[config.mk]
export PLATFORM = sky130hd
export DESIGN_NAME = cdag_top
export DESIGN_NICKNAME = d
export VERILOG_FILES = /design/src/rtl/cdag_pkg.sv /design/src/rtl/cdag_dptr.sv /design/src/rtl/cdag_pc.sv /design/src/rtl/cdag_lookup.sv /design/src/rtl/cdag_top.sv
export SDC_FILE = /design/constraint.sdc
export NUM_CORES = 1
export LEC_CHECK = 0
export BUFFER_PORTS_ARGS = -buffer_cell sky130_fd_sc_hd__buf_2
export CORE_ASPECT_RATIO = 2
export CORE_MARGIN = 8
export CORE_UTILIZATION = 49
export CTS_CLUSTER_DIAMETER = 50
export CTS_CLUSTER_SIZE = 40
export DETAILED_ROUTE_END_ITERATION = 10
export HOLD_SLACK_MARGIN = 0.08
export PLACE_DENSITY = 0.79
export SYNTH_ARGS = -nofsm -noshare
export SYNTH_HDL_FRONTEND = slang
export SYNTH_SLANG_ARGS = --single-unit
export TNS_END_PERCENT = 100
[constraint.sdc]
create_clock -name clk_i -period 3.2 [get_ports clk_i]
set_clock_uncertainty 0.15 [all_clocks]
set_input_delay 0 -clock clk_i [delete_from_list [all_inputs] [get_ports clk_i]]
set_output_delay 0 -clock clk_i [all_outputs]
set_load 0.05 [all_outputs]
[src/rtl/cdag_pkg.sv]
package cdag_pkg;
  localparam int ADDR_W = 16;
  localparam int BYTE_W = 8;
  localparam int PAGE_W = 3;
  localparam int LEN_W  = 2;

  typedef enum logic [2:0] {
    OP_ADV   = 3'd0,
    OP_LDDP  = 3'd1,
    OP_INCDP = 3'd2,
    OP_LUDP  = 3'd3,
    OP_LUPC  = 3'd4,
    OP_BJMP  = 3'd5,
    OP_LJMP  = 3'd6,
    OP_RSV   = 3'd7
  } op_e;
endpackage

[src/rtl/cdag_dptr.sv]
module cdag_dptr #(
  parameter int BYTE_W = 8,
  localparam int WIDE_W = 2 * BYTE_W
) (
  input  logic              clk_i,
  input  logic              rst_ni,
  input  logic              load_i,
  input  logic              inc_i,
  input  logic [BYTE_W-1:0] imm_hi_i,
  input  logic [BYTE_W-1:0] imm_lo_i,
  output logic [BYTE_W-1:0] hi_o,
  output logic [BYTE_W-1:0] lo_o
);
  logic [BYTE_W-1:0] hi_q, lo_q;
  logic              lo_wrap;

  assign lo_wrap = &lo_q;

  always_ff @(posedge clk_i or negedge rst_ni) begin
    if (!rst_ni) begin
      hi_q <= '0;
      lo_q <= '0;
    end else if (load_i) begin
      hi_q <= imm_hi_i;
      lo_q <= imm_lo_i;
    end else if (inc_i) begin
      lo_q <= lo_q + 1'b1;
      if (lo_wrap) hi_q <= hi_q + 1'b1;
    end
  end

  assign hi_o = hi_q;
  assign lo_o = lo_q;


  inc_wrap_chk: assert property (@(posedge clk_i) disable iff (!rst_ni)
    (inc_i && !load_i) |=> ({hi_o, lo_o} == WIDE_W'($past({hi_o, lo_o}) + 1'b1)));


  dptr_hold_chk: assert property (@(posedge clk_i) disable iff (!rst_ni)
    (!inc_i && !load_i) |=> $stable({hi_o, lo_o}));
endmodule

[src/rtl/cdag_pc.sv]
module cdag_pc
  import cdag_pkg::*;
#(
  parameter int AW = ADDR_W,
  parameter int BW = BYTE_W,
  parameter int PW = PAGE_W,
  parameter int LW = LEN_W,
  localparam int BLK_LSB = BW + PW
) (
  input  logic          clk_i,
  input  logic          rst_ni,
  input  logic          step_i,
  input  op_e           op_i,
  input  logic [LW-1:0] len_i,
  input  logic [PW-1:0] page_i,
  input  logic [BW-1:0] imm_hi_i,
  input  logic [BW-1:0] imm_lo_i,
  output logic [AW-1:0] pc_o,
  output logic [AW-1:0] pc_adv_o
);
  logic [AW-1:0] pc_q, pc_d, pc_adv;

  assign pc_adv = pc_q + AW'(len_i);

  always_comb begin
    unique case (op_i)
      OP_BJMP: pc_d = {pc_adv[AW-1:BLK_LSB], page_i, imm_lo_i};
      OP_LJMP: pc_d = AW'({imm_hi_i, imm_lo_i});
      default: pc_d = pc_adv;
    endcase
  end

  always_ff @(posedge clk_i or negedge rst_ni) begin
    if (!rst_ni)     pc_q <= '0;
    else if (step_i) pc_q <= pc_d;
  end

  assign pc_o     = pc_q;
  assign pc_adv_o = pc_adv;


  ljmp_chk: assert property (@(posedge clk_i) disable iff (!rst_ni)
    (step_i && op_i == OP_LJMP) |=> (pc_o == AW'($past({imm_hi_i, imm_lo_i}))));


  bjmp_low_chk: assert property (@(posedge clk_i) disable iff (!rst_ni)
    (step_i && op_i == OP_BJMP) |=> (pc_o[BLK_LSB-1:0] == $past({page_i, imm_lo_i})));


  pc_idle_chk: assert property (@(posedge clk_i) disable iff (!rst_ni)
    !step_i |=> $stable(pc_o));
endmodule

[src/rtl/cdag_lookup.sv]
module cdag_lookup #(
  parameter int AW = 16,
  parameter int BW = 8
) (
  input  logic [BW-1:0] acc_i,
  input  logic [AW-1:0] base_i,
  output logic [AW-1:0] addr_o
);
  // full-width add so the low-byte carry ripples upward
  assign addr_o = base_i + AW'(acc_i);
endmodule

[src/rtl/cdag_top.sv]
module cdag_top
  import cdag_pkg::*;
(
  input  logic                clk_i,
  input  logic                rst_ni,
  input  logic                step_i,
  input  logic [2:0]          op_i,
  input  logic [BYTE_W-1:0]   acc_i,
  input  logic [BYTE_W-1:0]   imm_hi_i,
  input  logic [BYTE_W-1:0]   imm_lo_i,
  input  logic [PAGE_W-1:0]   page_i,
  input  logic [LEN_W-1:0]    len_i,
  output logic [ADDR_W-1:0]   pc_o,
  output logic [BYTE_W-1:0]   dptr_hi_o,
  output logic [BYTE_W-1:0]   dptr_lo_o,
  output logic [ADDR_W-1:0]   fetch_addr_o
);
  op_e           op;
  logic [ADDR_W-1:0] pc_adv, dptr, lu_base, lu_addr;
  logic          is_lookup;

  assign op        = op_e'(op_i);
  assign dptr      = {dptr_hi_o, dptr_lo_o};
  assign is_lookup = step_i && (op == OP_LUDP || op == OP_LUPC);
  assign lu_base   = (op == OP_LUPC) ? pc_adv : dptr;

  cdag_pc u_pc (
    .clk_i   (clk_i),
    .rst_ni  (rst_ni),
    .step_i  (step_i),
    .op_i    (op),
    .len_i   (len_i),
    .page_i  (page_i),
    .imm_hi_i(imm_hi_i),
    .imm_lo_i(imm_lo_i),
    .pc_o    (pc_o),
    .pc_adv_o(pc_adv)
  );

  cdag_dptr #(.BYTE_W(BYTE_W)) u_dptr (
    .clk_i   (clk_i),
    .rst_ni  (rst_ni),
    .load_i  (step_i && op == OP_LDDP),
    .inc_i   (step_i && op == OP_INCDP),
    .imm_hi_i(imm_hi_i),
    .imm_lo_i(imm_lo_i),
    .hi_o    (dptr_hi_o),
    .lo_o    (dptr_lo_o)
  );

  cdag_lookup #(.AW(ADDR_W), .BW(BYTE_W)) u_lookup (
    .acc_i (acc_i),
    .base_i(lu_base),
    .addr_o(lu_addr)
  );

  assign fetch_addr_o = is_lookup ? lu_addr : pc_o;


  lu_dp_chk: assert property (@(posedge clk_i) disable iff (!rst_ni)
    (step_i && op == OP_LUDP) |-> (fetch_addr_o - {dptr_hi_o, dptr_lo_o} == ADDR_W'(acc_i)));


  lu_pc_adv_chk: assert property (@(posedge clk_i) disable iff (!rst_ni)
    (step_i && op == OP_LUPC) |=> (pc_o == ADDR_W'($past(fetch_addr_o) - $past(acc_i))));


  ld_dp_chk: assert property (@(posedge clk_i) disable iff (!rst_ni)
    (step_i && op == OP_LDDP) |=> (dptr_hi_o == $past(imm_hi_i) && dptr_lo_o == $past(imm_lo_i)));
endmodule

==> impl_metrics.yaml <==
status:
  status: "complete, but fails checks"
  violations: "setup timing"
clock_network:
  cts.htree.levels: 2
  cts_buffers: 5
  clock-sinks: 32
  clockBufferDepth: 2
  cts_tree: "done"
  root_buffer: "clkbuf_16"
  clkLatencyLatePin_ps: 280
  clk_pin_slew_ps: 50
routing:
  vias: 3876
  wl_per_cell_um: 16.42
  remaining_drc_errors: 0
  postRouteAntennaNets: 0
  dr.pass1.iters: 5
  drt_iter0_drc: 393
  routed_wl_um: 10770
  via_per_inst: 5.909
power_and_ir_drop:
  p_leak_nw: 2.075
  vdd_ir_drop_max_v: 0.0008108
  powerDensity_nw_per_um2: 751.7
floorplan:
  fp.dieH_um: 130.7
  start_util: 0.4948
  row_count: 42
  core_um2: 6516
  ios: 83
  dieWidth_um: 73.36
  die_area_um2: 9590
sta:
  relSlewSlack: 0.3084
  period_needed_ps: 3620
  fin_crit_sh: 1.131
  maxSlewViolCount: 0
  setup_viol: 10
  tightest_slew_ps: 1031
  rsz0062_at_grt: "true"
  clock.fmax_ghz: 0.2762
  hold_viol: 0
  setup_slack_ps: -420.3
synthesis:
  synth.avg_cell_area_um2: 7.311
  synth-edff-count: 0
  synth_top_area_frac: 0.2484
  ys_seq_area_frac: 0.2484
  ys_ff_latch: 32
  synth_flop_cell: "dfrtp_1"
  ys_types: 62
  synthesis.nets: 491
  ys_warn_count: 0
  yosys-top-cells-area: "dfrtp_1 (25%), nand2_1 (9.2%), a21oi_1 (7.1%)"
  async_flop_share: 1.000
  netlist_instances: 441
  synth.largest_area_cell: "dfrtp_1"
  synth_area_um2: 3224
place:
  place_inst: 617
  port_buffers: 82
  routabilityCongestion: 0.8999
  hpwl_um: 7723
final_layout:
  finalNetCount: 617
  final_cell_mix: "nand2_1 (77), buf_2 (71), buf_4 (43)"
  area_delta_synth_final_pct: 45.25
  drive_gt1_frac: 0.3292
  nFillCells: 514
  final_core_util: 0.7187
  final_cells: 656
  final_common_cell: "nand2_1"
  diodes: 0
flow_run:
  maxCapViolations: 0
critical_path:
  critPathLaunchType: "flip-flop"
  worstReg2RegStart: "u_pc.pc_o[0]"
  rrSetupSlack_ps: 1000
  r2r.worst_path.cells: 9
  required_ps: 3050
  crit_arrival_ps: 3470
  critical_path.endpoint_type: "output pin"
  worst-path-max-fanout: 5
  criticalPathCategory: "flip-flop to output pin"
  rr_endpoint: "u_pc.pc_o[10]"
global_route:
  antenna_found_initial: 0
  first_global_vias: 3676
  grt_overflow: 0
  track_usage: 0.2243
  use_met3: 0.03517
  grt_util_met1: 0.2678
  met2_usage: 0.3895
  grt_max_degree: 34
  grt_most_used_layer: "met2"
  grt_pass1_wl_um: 17230
hold_path:
  hold_path_end: "u_pc.pc_o[7]"
  hold_path.class: "input port to flip-flop"
  hp-start: "step_i"
  hold-path-cell-count: 3
[cell type report]
| type | count | area, µm² | area share |
|---|---|---|---|
| clock buffers | 8 | 146.4 | 0.03126 |
| inverters | 7 | 26.28 | 0.005610 |
| multi-input cells | 371 | 2525 | 0.5391 |
| flip-flops and latches | 32 | 803.3 | 0.1715 |
| well taps | 88 | 110.1 | 0.02351 |
| repair buffers | 150 | 1072 | 0.2290 |
[timing repair]
action / 4_1_cts / 5_1_grt
endpoints found under the setup margin: 9 / 12
endpoints found under the hold margin: 64 / 0
cloned: 0 / 0
pin swaps: 24 / 26
resized for setup: 39 / 19
hold buffers: 21 / 0
setup buffers: 10 / 2
[flip-flops by register name, indices dropped and copies added (netlist names)]
signal,cells
u_dptr.hi_o,8
u_dptr.lo_o,8
u_pc.pc_o,16
[metal layers]
metal / routed length [µm] / share of wire
met5: 0 / 0
met4: 261 / 0.024
met3: 690 / 0.064
met2: 5502 / 0.51
met1: 4316 / 0.40
[metrics by stage]
step / cell area [µm²] / hold WS [ps] / setup WS (ps) / power (W) / TNS [ps]
4_1_cts: 4599 / 90.63 / -375.4 / 0.003409 / -2701
5_1_grt: 4683 / 117.4 / -510.3 / 0.003712 / -3684
3_3_place_gp: 4023 / -50.29 / -116.8 / 0.002676 / -387.3
6_report: 4683 / 96.54 / -420.3 / 0.003521 / -2689
3_5_place_dp: 4023 / -48.54 / -194.9 / 0.002713 / -766.0
2_1_floorplan: 3357 / -445.6 / -84.96 / 0.002178 / -182.3
[kinds of logic (layout without fill, tap and decap cells)]
family,count (synthesis),count (layout),synth area share
fa+ha+maj,15,15,0.06287
compound gates,161,161,0.3186
xor+xnor,16,16,0.04346
mux,2,2,0.006984
flops,32,32,0.2484
simple gates,177,177,0.2689
buf+inv,38,165,0.05084
[how the worst max path moves through the flow]
stage / cells after the start / startpoint / slack, ps / to
after global placement: 13 / u_pc.pc_o[0] / -120 / fetch_addr_o[13]
after global routing: 14 / u_pc.pc_o[0] / -510 / fetch_addr_o[12]
after floorplan: 12 / u_pc.pc_o[0] / -80 / fetch_addr_o[11]
final: 14 / u_pc.pc_o[0] / -420 / fetch_addr_o[14]
after CTS: 14 / u_pc.pc_o[0] / -380 / fetch_addr_o[14]
after detailed placement: 13 / u_pc.pc_o[0] / -190 / fetch_addr_o[13]
[report_power, final]
group | leakage, nW | switching (W) | internal, W
combinational | 1.62 | 0.00146 | 0.000861
clock | 0.0712 | 0.000175 | 0.000310
sequential | 0.385 | 0.000201 | 0.000515
[critical path: stages (launching register included)]
cell and delay, ps:
dfrtp_2 420, ha_4 170, fa_2 340, buf_6 140, xnor2_2 120, o21ai_1 160, ha_1 280, buf_6 140
a21oi_4 170, nor2_4 60, o211ai_1 360, a211oi_4 140, and4_1 210, o31a_4 330, buf_8 150
[synthesized netlist by cell type (all sizes together) (2+ instances only)]
library cell	n
a211o	2
a211oi	4
a21o	3
a21oi	46
a22o	9
a22oi	3
a31o	3
a31oi	12
and2	4
and3	2
and4	3
buf	11
clkbuf	20
dfrtp	32
fa	2
ha	13
inv	7
mux2	2
nand2	79
nand2b	4
nand3	20
nand4	9
nand4b	2
nor2	33
nor2b	4
nor3	4
nor4	4
o21a	4
o21ai	44
o21bai	2
o22ai	11
o31a	3
o31ai	6
or3	2
or4	3
xnor2	8
xor2	8
Power figures use the tool's default switching activity.
